--- src/rtl/mode_ctl_pkg.sv ---
package mode_ctl_pkg;
  localparam int PgBit     = 31;
  localparam int WpBit     = 16;
  localparam int EtBit     = 4;
  localparam int PeBit     = 0;
  localparam int MpBit     = 1;
  localparam int EmBit     = 2;
  localparam int TsBit     = 3;
  localparam int PgeBit    = 7;
  localparam int PaeBit    = 5;
  localparam int PseBit    = 4;
  localparam int OsfxsrBit = 9;
  localparam int A20Bit    = 20;

  typedef struct packed {
    logic cr0Load;
    logic lmaSet;
    logic lmaClr;
    logic cr3Load;
    logic cr4Load;
    logic lmeLoad;
    logic cs64Load;
    logic addsegLoad;
    logic a20Load;
    logic flushReq;
    logic exitReq;
  } ctlStrobe_t;
endpackage

--- src/rtl/mode_ctl_ctrl.sv ---
module mode_ctl_ctrl
  import mode_ctl_pkg::*;
#(
  parameter int XLEN    = 32,
  parameter bit HAS_SSE = 1'b1
) (
  input  logic            cr0WrEn,
  input  logic            cr3WrEn,
  input  logic            cr4WrEn,
  input  logic [XLEN-1:0] wrData,
  input  logic            lmeWrEn,
  input  logic            cs64WrEn,
  input  logic            addsegWrEn,
  input  logic            a20SetEn,
  input  logic            a20In,
  input  logic [XLEN-1:0] cr0Q,
  input  logic [XLEN-1:0] cr4Q,
  input  logic            lmeQ,
  input  logic            lmaQ,
  input  logic            peQ,
  input  logic            a20Q,
  output ctlStrobe_t      strobes,
  output logic [XLEN-1:0] cr4Masked
);
  localparam logic [XLEN-1:0] Cr0FlushMask =
    (XLEN'(1) << PgBit) | (XLEN'(1) << WpBit) | (XLEN'(1) << PeBit);
  localparam logic [XLEN-1:0] Cr4FlushMask =
    (XLEN'(1) << PgeBit) | (XLEN'(1) << PaeBit) | (XLEN'(1) << PseBit);
  localparam logic [XLEN-1:0] OsfxsrMask = XLEN'(1) << OsfxsrBit;

  logic pgRise, pgFall, enterLong, refuse, cr0Flush, cr4Flush, cr3Flush, a20Change;

  generate
    if (HAS_SSE) begin : g_sse
      assign cr4Masked = wrData;
    end else begin : g_nosse
      assign cr4Masked = wrData & ~OsfxsrMask;
    end
  endgenerate

  always_comb begin
    pgRise    = cr0WrEn && !cr0Q[PgBit] && wrData[PgBit];
    pgFall    = cr0WrEn && cr0Q[PgBit] && !wrData[PgBit];
    enterLong = pgRise && lmeQ;
    refuse    = enterLong && !cr4Q[PaeBit];
    cr0Flush  = cr0WrEn && (((wrData ^ cr0Q) & Cr0FlushMask) != '0);
    cr4Flush  = cr4WrEn && (((cr4Masked ^ cr4Q) & Cr4FlushMask) != '0);
    cr3Flush  = cr3WrEn && cr0Q[PgBit];
    a20Change = a20SetEn && (a20In != a20Q);

    strobes            = '0;
    strobes.cr0Load    = cr0WrEn && !refuse;
    strobes.lmaSet     = enterLong && !refuse;
    strobes.lmaClr     = pgFall && lmaQ;
    strobes.cr3Load    = cr3WrEn;
    strobes.cr4Load    = cr4WrEn;
    strobes.lmeLoad    = lmeWrEn;
    strobes.cs64Load   = cs64WrEn;
    strobes.addsegLoad = addsegWrEn && peQ;
    strobes.a20Load    = a20Change;
    strobes.flushReq   = cr0Flush || cr4Flush || cr3Flush || a20Change;
    strobes.exitReq    = a20Change;
  end
endmodule

--- src/rtl/mode_ctl_dp.sv ---
module mode_ctl_dp
  import mode_ctl_pkg::*;
#(
  parameter int XLEN = 32
) (
  input  logic            clk,
  input  logic            rstN,
  input  ctlStrobe_t      strobes,
  input  logic [XLEN-1:0] wrData,
  input  logic [XLEN-1:0] cr4Masked,
  input  logic            lmeIn,
  input  logic            cs64In,
  input  logic            addsegIn,
  input  logic            a20In,
  output logic [XLEN-1:0] cr0Q,
  output logic [XLEN-1:0] cr3Q,
  output logic [XLEN-1:0] cr4Q,
  output logic            lmeQ,
  output logic            lmaQ,
  output logic            peQ,
  output logic            addsegQ,
  output logic            mpQ,
  output logic            emQ,
  output logic            tsQ,
  output logic            osfxsrQ,
  output logic            cs64Q,
  output logic            flushQ,
  output logic            exitQ,
  output logic            ipClrQ,
  output logic [XLEN-1:0] a20MaskQ
);
  localparam logic [XLEN-1:0] Cr0Reset = XLEN'(32'h6000_0010);
  localparam logic [XLEN-1:0] A20Bit1  = XLEN'(1) << A20Bit;
  localparam logic [XLEN-1:0] EtMask   = XLEN'(1) << EtBit;

  always_ff @(posedge clk) begin
    if (!rstN) begin
      cr0Q    <= Cr0Reset;
      peQ     <= 1'b0;
      mpQ     <= 1'b0;
      emQ     <= 1'b0;
      tsQ     <= 1'b0;
      addsegQ <= 1'b1;
    end else begin
      if (strobes.cr0Load) begin
        cr0Q <= wrData | EtMask;
        peQ  <= wrData[PeBit];
        mpQ  <= wrData[MpBit];
        emQ  <= wrData[EmBit];
        tsQ  <= wrData[TsBit];
      end
      if (strobes.cr0Load && !wrData[PeBit]) addsegQ <= 1'b1;
      else if (strobes.addsegLoad)           addsegQ <= addsegIn;
    end
  end

  always_ff @(posedge clk) begin
    if (!rstN) begin
      cr3Q    <= '0;
      cr4Q    <= '0;
      osfxsrQ <= 1'b0;
      lmeQ    <= 1'b0;
    end else begin
      if (strobes.cr3Load) cr3Q <= wrData;
      if (strobes.cr4Load) begin
        cr4Q    <= cr4Masked;
        osfxsrQ <= cr4Masked[OsfxsrBit];
      end
      if (strobes.lmeLoad) lmeQ <= lmeIn;
    end
  end

  always_ff @(posedge clk) begin
    if (!rstN) begin
      lmaQ  <= 1'b0;
      cs64Q <= 1'b0;
    end else begin
      if (strobes.lmaClr)      lmaQ <= 1'b0;
      else if (strobes.lmaSet) lmaQ <= 1'b1;
      if (strobes.lmaClr)        cs64Q <= 1'b0;
      else if (strobes.cs64Load) cs64Q <= cs64In && lmaQ;
    end
  end

  always_ff @(posedge clk) begin
    if (!rstN) begin
      a20MaskQ <= '1;
      flushQ   <= 1'b0;
      exitQ    <= 1'b0;
      ipClrQ   <= 1'b0;
    end else begin
      if (strobes.a20Load) a20MaskQ <= ~A20Bit1 | (a20In ? A20Bit1 : '0);
      flushQ <= strobes.flushReq;
      exitQ  <= strobes.exitReq;
      ipClrQ <= strobes.lmaClr;
    end
  end
endmodule

--- src/rtl/mode_ctl_regs.sv ---
module mode_ctl_regs
  import mode_ctl_pkg::*;
#(
  parameter int XLEN    = 32,
  parameter bit HAS_SSE = 1'b1
) (
  input  logic            clk,
  input  logic            rstN,
  input  logic            cr0WrEn,
  input  logic            cr3WrEn,
  input  logic            cr4WrEn,
  input  logic [XLEN-1:0] wrData,
  input  logic            lmeWrEn,
  input  logic            lmeIn,
  input  logic            cs64WrEn,
  input  logic            cs64In,
  input  logic            addsegWrEn,
  input  logic            addsegIn,
  input  logic            a20SetEn,
  input  logic            a20In,
  output logic [XLEN-1:0] cr0Q,
  output logic [XLEN-1:0] cr3Q,
  output logic [XLEN-1:0] cr4Q,
  output logic            lmeQ,
  output logic            lmaQ,
  output logic            peFlag,
  output logic            addsegFlag,
  output logic            mpFlag,
  output logic            emFlag,
  output logic            tsFlag,
  output logic            osfxsrFlag,
  output logic            cs64Flag,
  output logic            tlbFlush,
  output logic            pipeExit,
  output logic            ipHiClear,
  output logic [XLEN-1:0] a20Mask
);
  ctlStrobe_t      strobes;
  logic [XLEN-1:0] cr4Masked;

  mode_ctl_ctrl #(.XLEN(XLEN), .HAS_SSE(HAS_SSE)) u_ctrl (
    .cr0WrEn(cr0WrEn), .cr3WrEn(cr3WrEn), .cr4WrEn(cr4WrEn), .wrData(wrData),
    .lmeWrEn(lmeWrEn), .cs64WrEn(cs64WrEn), .addsegWrEn(addsegWrEn),
    .a20SetEn(a20SetEn), .a20In(a20In),
    .cr0Q(cr0Q), .cr4Q(cr4Q), .lmeQ(lmeQ), .lmaQ(lmaQ), .peQ(peFlag),
    .a20Q(a20Mask[A20Bit]),
    .strobes(strobes), .cr4Masked(cr4Masked)
  );

  mode_ctl_dp #(.XLEN(XLEN)) u_dp (
    .clk(clk), .rstN(rstN), .strobes(strobes), .wrData(wrData), .cr4Masked(cr4Masked),
    .lmeIn(lmeIn), .cs64In(cs64In), .addsegIn(addsegIn), .a20In(a20In),
    .cr0Q(cr0Q), .cr3Q(cr3Q), .cr4Q(cr4Q), .lmeQ(lmeQ), .lmaQ(lmaQ),
    .peQ(peFlag), .addsegQ(addsegFlag), .mpQ(mpFlag), .emQ(emFlag), .tsQ(tsFlag),
    .osfxsrQ(osfxsrFlag), .cs64Q(cs64Flag), .flushQ(tlbFlush), .exitQ(pipeExit),
    .ipClrQ(ipHiClear), .a20MaskQ(a20Mask)
  );
endmodule

--- config.mk ---
export PLATFORM = sky130hd
export DESIGN_NAME = mode_ctl_regs
export DESIGN_NICKNAME = d
export VERILOG_FILES = /design/src/rtl/mode_ctl_pkg.sv /design/src/rtl/mode_ctl_ctrl.sv /design/src/rtl/mode_ctl_dp.sv /design/src/rtl/mode_ctl_regs.sv
export SDC_FILE = /design/constraint.sdc
export NUM_CORES = 1
export LEC_CHECK = 0
export BUFFER_PORTS_ARGS = -buffer_cell sky130_fd_sc_hd__buf_2
export CAP_MARGIN = 20
export CORE_UTILIZATION = 45
export CTS_CLUSTER_DIAMETER = 100
export DETAILED_ROUTE_END_ITERATION = 7
export PLACE_DENSITY = 0.79
export SYNTH_ARGS = -nofsm -noshare
export SYNTH_HDL_FRONTEND = slang
export SYNTH_SLANG_ARGS = --single-unit
--- constraint.sdc ---
create_clock -name clk -period 1.2 [get_ports clk]
set_input_delay 0 -clock clk [delete_from_list [all_inputs] [get_ports clk]]
set_output_delay 0 -clock clk [all_outputs]
set_load 0.05 [all_outputs]
-- Word-level counts from Yosys, hierarchy flattened
Cells that the tools add are included.
- output and inout port bits: 140
- input port bits: 45
- word-level logic and storage cells: 49
- flip-flop bits (word level): 108
- bitwise gates (word level): 3
- equal/unequal tests: 1
- mux-type cells: 1
- reductions and logical operators: 28
- operator list (cell ; number):
    $reduce_bool A32 Y1 ; 2
    $xor A32 B32 Y32 ; 1
    $mux W21 ; 1
    $logic_and A1 B1 Y1 ; 16
    $xor A8 B8 Y8 ; 1
    $logic_not A1 Y1 ; 5
    $reduce_or A2 Y1 ; 2
    $logic_or A1 B1 Y1 ; 3
    $ne A1 B1 Y1 ; 1
    $not A1 Y1 ; 1

-- Logic depth before layout (Yosys ltp)
Gate-level depths: netlist of run 1.
- depth after elaboration: 9
- mapped depth: 5

-- Modules after synthesis
Synthesis of run 1 repeated with hierarchy kept, for this count alone.
- cells, all modules: 426
- area total of the unflattened synthesis: 4670.7 um^2
- modules (own cells, without submodules) (module ; cells each ; sequential area each (um^2) ; area each (um^2) ; times used):
    mode_ctl_dp ; 370 ; 2062.0 ; 4250.3 ; 1
    mode_ctl_ctrl ; 56 ; 0.0 ; 420.4 ; 1

-- Worst setup path after synthesis of run 1
Ideal clock, no wire load.
- path kind: flip-flop to flip-flop
- start: register u_dp.cr4Q[5]
- end: register u_dp.cr0Q[29]
- buffers on the path: 1
- stages on the path, launching flop included: 5
- clock period less this slack: 1476 ps
- setup time: 123 ps
- arrival: 1353 ps
- slack: -276 ps
- required time: 1077 ps
- path through: dfxtp_1 > and4bb_4 > buf_6 > o21ai_0 > nand3_1
- cells in the longest elaborated chain, start to end: 4
- ends and longest elaborated chain (what ; RTL line ; source):
    from (decl) ; mode_ctl_dp.sv:17 ; output logic [XLEN-1:0] cr4Q,
    from (signal assigned) ; mode_ctl_dp.sv:66 ; cr4Q <= cr4Masked;
    $logic_not A1 Y1 ; mode_ctl_ctrl.sv:45 ; refuse = enterLong && !cr4Q[PaeBit];
    $logic_and A1 B1 Y1 ; mode_ctl_ctrl.sv:45 ;
    $logic_not A1 Y1 ; mode_ctl_ctrl.sv:52 ; strobes.cr0Load = cr0WrEn && !refuse;
    $logic_and A1 B1 Y1 ; mode_ctl_ctrl.sv:52 ;
    to (signal assigned) ; mode_ctl_dp.sv:38 ; cr0Q <= Cr0Reset;
    to (signal assigned) ; mode_ctl_dp.sv:46 ; cr0Q <= wrData | EtMask;
    to (decl) ; mode_ctl_dp.sv:15 ; output logic [XLEN-1:0] cr0Q,
No other way between the ends.
A chain may end at the register's enable or synchronous reset.

-- Worst setup path in the final report of run 1
- start: register u_dp.cr0Q[31]
- end: register u_dp.cr0Q[13]
- cells in the longest elaborated chain, start to end: 7
- ends and longest elaborated chain (what ; RTL line ; source):
    $logic_not A1 Y1 ; mode_ctl_ctrl.sv:42 ; pgRise = cr0WrEn && !cr0Q[PgBit] && wrData[PgBit];
    $logic_and A1 B1 Y1 (2 in series) ; mode_ctl_ctrl.sv:42 ;
    $logic_and A1 B1 Y1 ; mode_ctl_ctrl.sv:44 ; enterLong = pgRise && lmeQ;
    $logic_and A1 B1 Y1 ; mode_ctl_ctrl.sv:45 ;
    $logic_not A1 Y1 ; mode_ctl_ctrl.sv:52 ;
    $logic_and A1 B1 Y1 ; mode_ctl_ctrl.sv:52 ;
No other way between the ends.

==> results of run 1 <==
[cell usage after synthesis]
master / count
o31ai_1: 1
clkbuf_1: 8
buf_4: 38
nand2_1: 4
nand4bb_1: 1
inv_1: 1
dfxtp_1: 103
o21ai_2: 8
conb_1: 1
xor2_1: 6
nand4b_1: 1
nor2b_1: 2
a21oi_1: 30
buf_6: 3
nand2b_1: 1
nor2_1: 67
a31oi_1: 1
o21ai_0: 12
and3_1: 1
o21ai_1: 10
mux2i_1: 67
a22oi_1: 1
buf_2: 18
and4bb_4: 1
nand3_1: 34
o41ai_1: 1
a41oi_1: 1
clkbuf_2: 2
inv_2: 1
o311ai_0: 1
[flip-flops by register name, indices dropped and copies added (netlist names)]
| register | flops |
|---|---|
| u_dp.ipClrQ | 1 |
| u_dp.flushQ | 1 |
| u_dp.lmaQ | 1 |
| u_dp.cs64Q | 1 |
| u_dp.a20MaskQ | 1 |
| u_dp.cr3Q | 32 |
| u_dp.addsegQ | 1 |
| u_dp.lmeQ | 1 |
| u_dp.exitQ | 1 |
| u_dp.cr4Q | 32 |
| u_dp.cr0Q | 31 |
[critical path: stages (launching register included)]
cell,delay [ps]
dfxtp_4,380
and4bb_4,340
buf_12,170
o21ai_1,80
a21oi_1,160
[what timing repair did]
item / CTS / global route
gates resized for setup: 1 / 8
gates cloned: 0 / 0
hold buffers: 42 / 0
endpoints found under the setup margin: 4 / 29
endpoints found under the hold margin: 100 / 0
pin swaps: 2 / 0
[layer usage]
layer / GRT usage / vias up
met2: 0.404 / 152
li1: - / 1742
met5: 0 / -
met1: 0.264 / 1695
met4: 0.0956 / 0
met3: 0.0597 / 16
[worst paths after layout]
check / slack, ps / endpoint / depth (start not counted)
worst max-delay path: -8 / u_dp.cr0Q[13]$_SDFFE_PN0P_ / 4
worst min-delay path: 30 / u_dp.cr4Q[31]$_SDFFE_PN0P_ / 3
worst max register to register: -8 / u_dp.cr0Q[13]$_SDFFE_PN0P_ / 4
worst min register to register: 460 / u_dp.cr0Q[22]$_SDFFE_PN0P_ / 2
[power by group through the flow]
stage / Clock (uW) / Combinational, uW / Sequential [uW]
floorplan: 0 / 802 / 4480
global placement: 0 / 1810 / 3790
detailed placement: 0 / 1840 / 3800
CTS: 2240 / 1950 / 3730
global route: 2370 / 2060 / 3750
finish: 2160 / 1960 / 3730
[layout make-up]
class                   count  area, um^2  share of cell area
clock buffers              11         153              0.0278
flip-flops and latches    103        2080               0.378
inverters                   2        7.51             0.00137
well taps                 108         135              0.0246
repair buffers            207        1350               0.246
multi-input cells         283        1720               0.314
clock inverters             5        46.3             0.00843
[cells by family after synthesis]
logic type,count (synthesis),synth area share
other cells,1,0.000910
compound gates,66,0.0917
flops,103,0.500
simple gates,112,0.121
xor+xnor,6,0.0128
mux,67,0.163
buf+inv,71,0.111
[through the flow]
step / worst slack, ps / util
5_1_grt: -63.6 / 0.623
3_3_place_gp: 64.8 / 0.552
6_report: -7.83 / 0.623
3_5_place_dp: 5.44 / 0.552
4_1_cts: -10.8 / 0.622
2_1_floorplan: 14.3 / -
==> results.cfg, run 1 <==
[die]
start_util = 0.468
ios = 185
dieArea_mm2 = 0.00955
die_height_um = 97.7
dieWidth_um = 97.7
rows = 34
core_mm2 = 0.00881

[drt]
met2_length_um = 5390
drtIter0Drc = 144
drt-wirelength-per-cell_um = 14.7
drc_errors = 30
maxUsedRoutingLayer = met4
vias = 3605
dr_wl_met3_um = 667
wl_um = 10600
drt-met1-wl_um = 4330
detail-route-antenna-nets = 0
firstDrtPassIters = 7
routed_via_density = 5.01

[clock_tree]
cts_sinks = 103
insertion_delay_ps = 360
clkTransAtPathRegs_ps = 110
cts_buffer_depth = 2
root_buffer = clkbuf_8
cts_setup_buffers = 0
cts_buffers = 9
cts_tree = done
cts_max_level = 3

[timing]
setup-tns-final_ps = -7.83
fin_hold_ws_ps = 28.8
fmax_mhz = 828
rsz0062_at_grt = true
fin_crit_sh = 1.01
setup_slack_ps = -7.83
slew_violations = 0
clock-skew-final_ps = 10.6
hold_viol = 0
setup_viol = 1
fin_crit_ps = 1210

[hold_path]
worstHoldPathType = input pin to flip-flop
min_from = wrData[31]

[global_route]
grt_max_degree = 55
grt_util_all_layers = 0.230
grt_overflow = 0
grt_pass1_vias = 3485
antenna_found_initial = 0
grt_pass1_wl_um = 17300

[pwr]
p_int_uw = 5060
p_per_area_mw_per_mm2 = 1430
combPwrFrac = 0.249
p_switching_uw = 2780
p_seq_frac = 0.475
ir_drop_mv = 0.701
pwr-share-clk = 0.275
power.total_uw = 7840
leakagePower_uw = 0.00275
switching_share = 0.354

[final_layout]
antennaDiodeCount = 0
final_area_mm2 = 0.00549
nFillCells = 702
drive_gt1_frac = 0.322
layout_common_cells = buf_2, dfxtp_1, mux2i_1, nor2_1, dlygate4sd3_1
syn_to_final_growth_pct = 33.2
layout_commonest_cell = buf_2
fin_nets = 651
fin_cells = 719

[worst_setup_path]
endpoint_kind = flip-flop
crit_start = u_dp.cr0Q[31]$_SDFFE_PN0P_
worstPathRequired_ps = 1490
critical_path_arrival_ps = 1500
timing.rr.start = u_dp.cr0Q[31]$_SDFFE_PN0P_
crit_type = flip-flop to flip-flop
critPathMaxFanout = 20
critPathLaunchType = flip-flop

[logic_synthesis]
syn_avg_cell_area_um2 = 9.67
yosysTopAreaCell = dfxtp_1
synth_area_mm2 = 0.00412
ys_types = 30
ys_seq_area_frac = 0.500
ys_top_cells_by_area = dfxtp_1, mux2i_1, buf_4
synth_cells = 426
synth-seq-cells = 103
synth_warnings = 0
synth_top_cell_area_share = 0.500

[placement]
hpwl_um = 6990
io_buffers = 152
finalWeightedCongestion = 0.731
placed_cells = 661
dpl_cell_area_mm2 = 0.00486

[status]
status = complete, but fails checks
violations = DRC, setup timing

[run]
cap_violations = 0
No activity file was read; power rests on OpenSTA's default activity.
==> run 2, diff against run 1 <==
Settings changed: PLACE_DENSITY 0.79 to 0.82.
==> results.cfg, run 2 (same netlist as run 1, synthesis figures left out) <==
[status]
status = complete, but fails checks
violations = DRC, setup timing

[worst_setup_path]
cpPeakStageDelay_ps = 380
critical_path_arrival_ps = 1510
worstPathRequired_ps = 1490
critPathMaxFanout = 9
path_cells = and4bb_4 -> clkbuf_16 -> o21ai_2 -> a21oi_1
crit_type = flip-flop to flip-flop
critPathLaunchType = flip-flop
reg2reg_depth = 4
r2r_setup_slack_ps = -10
timing.rr.start = u_dp.cr0Q[31]$_SDFFE_PN0P_
r2r-end = u_dp.cr0Q[20]$_SDFFE_PN0P_
worst-path-buf-inv = 1
endpoint_kind = flip-flop
cp_slowest_cell = dfxtp_4
cp_top_family = flip-flops

[final_layout]
top_regs = u_dp.cr3Q (32), u_dp.cr4Q (32), u_dp.cr0Q (31)
fin_nets = 652
layout_commonest_cell = buf_2
seq_area_mm2 = 0.00208
multi_input_area_mm2 = 0.00173
antennaDiodeCount = 0
syn_to_final_growth_pct = 34.2
nFillCells = 734
drive_gt1_frac = 0.325
layout_common_cells = buf_2, dfxtp_1, mux2i_1, nor2_1, dlygate4sd3_1
final_util = 0.628

[timing]
setup_slack_ps = -14.4
hold_viol = 0
clock-skew-final_ps = 14.7
fmax_mhz = 823
setup_viol = 6
fin_crit_sh = 1.01
fin_crit_ps = 1210
rsz0062_at_grt = true
slew_violations = 0

[global_route]
grt_max_degree = 60
grt_pass1_wl_um = 16900
antenna_found_initial = 0
grt_overflow = 0
grt_util_all_layers = 0.223
grt_pass1_vias = 3516

[drt]
vias = 3594
firstDrtPassIters = 7
detail-route-antenna-nets = 0
drc_errors = 27
drt-wirelength-per-cell_um = 14.8
routed_via_density = 4.99
drtIter0Drc = 143
wl_um = 10700

[clock_tree]
root_buffer = clkbuf_8
cts_max_level = 3
cts_buffers = 9
insertion_delay_ps = 360
cts_buffer_depth = 2
cts_tree = done
clkTransAtPathRegs_ps = 100
cts_sinks = 103

[die]
rows = 34
ios = 185
core_mm2 = 0.00881
dieWidth_um = 97.7
die_height_um = 97.7
dieArea_mm2 = 0.00955
start_util = 0.468

[placement]
hpwl_um = 7050
finalWeightedCongestion = 0.759
pre_cts_ws_ps = 22.9
io_buffers = 152

[run]
cap_violations = 0

[hold_path]
holdPathEnd = u_dp.cr0Q[26]$_SDFFE_PN0P_
worstHoldPathType = input pin to flip-flop
min_from = cr0WrEn
holdPathStages = 4

[pwr]
leakagePower_uw = 0.00277
p_per_area_mw_per_mm2 = 1460
ir_drop_mv = 1.05
run 2: how the worst max path moves through the flow:
stage | start | end | slack, ps | depth (start not counted)
final | u_dp.cr0Q[31]$_SDFFE_PN0P_ | u_dp.cr0Q[20]$_SDFFE_PN0P_ | -10 | 4
after CTS | u_dp.cr0Q[31]$_SDFFE_PN0P_ | u_dp.cr0Q[24]$_SDFFE_PN0P_ | -10 | 4
after global routing | u_dp.cr0Q[31]$_SDFFE_PN0P_ | u_dp.cr0Q[27]$_SDFFE_PN0P_ | -70 | 4
after global placement | u_dp.cr4Q[5]$_SDFFE_PN0P_ | u_dp.flushQ$_SDFF_PN0_ | 60 | 4
after detailed placement | u_dp.cr4Q[5]$_SDFFE_PN0P_ | u_dp.cr0Q[16]$_SDFFE_PN0P_ | 20 | 4
after floorplan | u_dp.cr4Q[5]$_SDFFE_PN0P_ | u_dp.cr0Q[29]$_SDFFE_PN1P_ | 10 | 4
run 2: where the power goes:
group | switching [uW] | leakage [uW] | internal, uW
registers | 112 | 0.000853 | 3620
logic | 1430 | 0.00181 | 531
clock network | 1200 | 0.000109 | 1190
run 2: what timing repair did:
item / 4_1_cts / 5_1_grt
pin swaps: 0 / 10
gates resized for setup: 1 / 8
hold buffers: 41 / 0
endpoints found under the setup margin: 7 / 20
buffers inserted: 0 / 1
endpoints found under the hold margin: 102 / 0
cloned: 0 / 1
run 2: worst reg2reg max path: cells and delay by family, from the launching register on:
| family | cells | cell delay [ps] |
|---|---|---|
| simple gates | 1 | 380 |
| buf+inv | 1 | 190 |
| compound gates | 2 | 200 |
| flops | 1 | 380 |
run 2: area by class of cell:
cell class,instances,share of cell area
flip-flops and latches,103,0.375
inverters,2,0.00136
clock buffers,10,0.0231
clock inverters,6,0.0163
repair buffers,208,0.247
well taps,108,0.0244
multi-input cells,283,0.313
run 2: metrics by stage:
stage	hold slack, ps	TNS [ps]	instances	power (uW)	area [um^2]
after floorplan	61.9	0	457	5280	4250
after global placement	241	0	661	5600	4860
after CTS	105	-57.3	718	8110	5490
after global routing	124	-930	720	8380	5530
after detailed placement	246	0	661	5640	4860
final	135	-49.8	720	8080	5530
run 2: per-layer routing:
layer	share of wire	global-route usage
met1	0.42	0.254
met2	0.51	0.408
met3	0.051	0.0432
met4	0.021	0.0932
met5	0	0
==> run 3, diff against run 2 <==
Settings changed: REMOVE_ABC_BUFFERS from default to 1.
==> results.cfg, run 3 (same netlist as run 1, synthesis figures left out) <==
[status]
status = complete, but fails checks
violations = DRC

[hold_path]
min_from = cr0WrEn
worstHoldPathType = input pin to flip-flop

[global_route]
grt_pass1_vias = 3472
antenna_found_initial = 0
grt_pass1_wl_um = 16800
grt_overflow = 0
grt_util_all_layers = 0.215
grt_max_degree = 50

[final_layout]
layout_commonest_cell = buf_2
antennaDiodeCount = 0
drive_gt1_frac = 0.319
syn_to_final_growth_pct = 34.5
top_regs = u_dp.cr3Q (32), u_dp.cr4Q (32), u_dp.cr0Q (31)
fin_cells = 725
fin_nets = 657
final_util = 0.629
layout_common_cells = buf_2, dfxtp_1, mux2i_1, nor2_1, dlygate4sd3_1

[die]
die_height_um = 97.7
ios = 185
dieWidth_um = 97.7
core_mm2 = 0.00881
dieArea_mm2 = 0.00955
start_util = 0.468
rows = 34

[clock_tree]
insertion_delay_ps = 350
cts_buffers = 9
root_buffer = clkbuf_8
cts_sinks = 103
cts_buffer_depth = 2
cts_tree = done
cts_max_level = 3
clkTransAtPathRegs_ps = 100

[placement]
placed_cells = 663
io_buffers = 152
hpwl_um = 6740
finalWeightedCongestion = 0.743

[worst_setup_path]
cp_slowest_cell = and4bb_4
path_cells = and4bb_4 -> buf_12 -> o21ai_1 -> a21oi_1
worstPathRequired_ps = 1470
cp_top_family = simple AND/OR/NAND/NOR gates
crit_type = flip-flop to flip-flop
cpPeakStageDelay_ps = 380
crit_start = u_dp.cr0Q[31]$_SDFFE_PN0P_
critPathLaunchType = flip-flop
critical_path_arrival_ps = 1460
worst-path-buf-inv = 1
critPathMaxFanout = 17
endpoint_kind = flip-flop
timing.rr.start = u_dp.cr0Q[31]$_SDFFE_PN0P_

[pwr]
p_per_area_mw_per_mm2 = 1410
leakagePower_uw = 0.00277
combPwrFrac = 0.253
ir_drop_mv = 0.757
p_seq_frac = 0.478
p_int_uw = 5130
power.total_uw = 7800
p_switching_uw = 2670
pwr-share-clk = 0.270
switching_share = 0.343

[timing]
rsz0062_at_grt = true
setup_viol = 0
clock-skew-final_ps = 17.3
fin_crit_sh = 0.986
fmax_mhz = 845
hold_viol = 0
fin_crit_ps = 1180
setup-tns-final_ps = 0
slew_violations = 0

[drt]
drc_errors = 34
drtIter0Drc = 142
firstDrtPassIters = 6
wl_um = 10300
routed_via_density = 4.97
detail-route-antenna-nets = 0
vias = 3606
drt-wirelength-per-cell_um = 14.2

[run]
cap_violations = 0
-- run 3: changes by cell type in the layout (fill, tap and decap cells not counted), sizes merged --
| cell | change |
|---|---|
| inv | -3 |
| bufinv | -1 |
| buf | +1 |
| clkinv | +1 |
| clkinvlp | +2 |
| dlygate4sd3 | +5 |
-- run 3: worst reg2reg max path, stage by stage (launching register included) --
cell and delay, ps:
dfxtp_2 360, and4bb_4 380, buf_12 170, o21ai_1 70
a21oi_1 150
-- run 3: path summary, 6_finish.rpt --
| path | endpoint | slack, ps | cells past startpoint |
|---|---|---|---|
| setup / recovery | u_dp.cr0Q[2]$_SDFFE_PN0P_ | 20 | 4 |
| hold / removal | u_dp.cr0Q[16]$_SDFFE_PN0P_ | 150 | 4 |
| setup reg to reg | u_dp.cr0Q[2]$_SDFFE_PN0P_ | 20 | 4 |
| hold reg to reg | u_dp.cr0Q[25]$_SDFFE_PN0P_ | 470 | 2 |
-- run 3: routing by layer --
layer,track usage,vias up,wire length [um],share of wire
li1,-,1751,-,-
met1,0.254,1684,4230,0.41
met3,0.0446,12,634,0.061
met5,0,-,0,0
met4,0.0676,0,121,0.012
met2,0.391,159,5330,0.52
-- run 3: power by group through the flow --
stage	Sequential [uW]	Clock [uW]	Combinational, uW
after floorplan	4520	0	573
after global placement	3790	0	1810
after detailed placement	3800	0	1840
after CTS	3730	2160	1960
after global routing	3750	2310	2070
final	3730	2100	1970
-- run 3: layout make-up --
class | count | area (um^2)
Fill cell | 712 | 3260
Sequential cell | 103 | 2070
Multi-Input combinational cell | 283 | 1730
Timing Repair Buffer | 213 | 1410
Tap cell | 108 | 135
Clock buffer | 11 | 131
Clock inverter | 5 | 58.8
Inverter | 2 | 7.51
-- run 3: through the flow --
| step | instance area (um^2) | hold WS [ps] | setup WS, ps |
|---|---|---|---|
| finish | 5540 | 147 | 16.4 |
| floorplan | 3790 | 61.9 | -788 |
| global route | 5540 | 136 | -39.9 |
| detailed placement | 4880 | 249 | -2.46 |
| global placement | 4880 | 241 | 45.1 |
| CTS | 5530 | 130 | 10.1 |
-- run 3: timing repair --
item,CTS,global route
hold endpoints to repair,100,1
hold buffers,46,1
gates resized for setup,2,6
buffers inserted,0,0
endpoints found under the setup margin,9,23
pin swaps,0,5
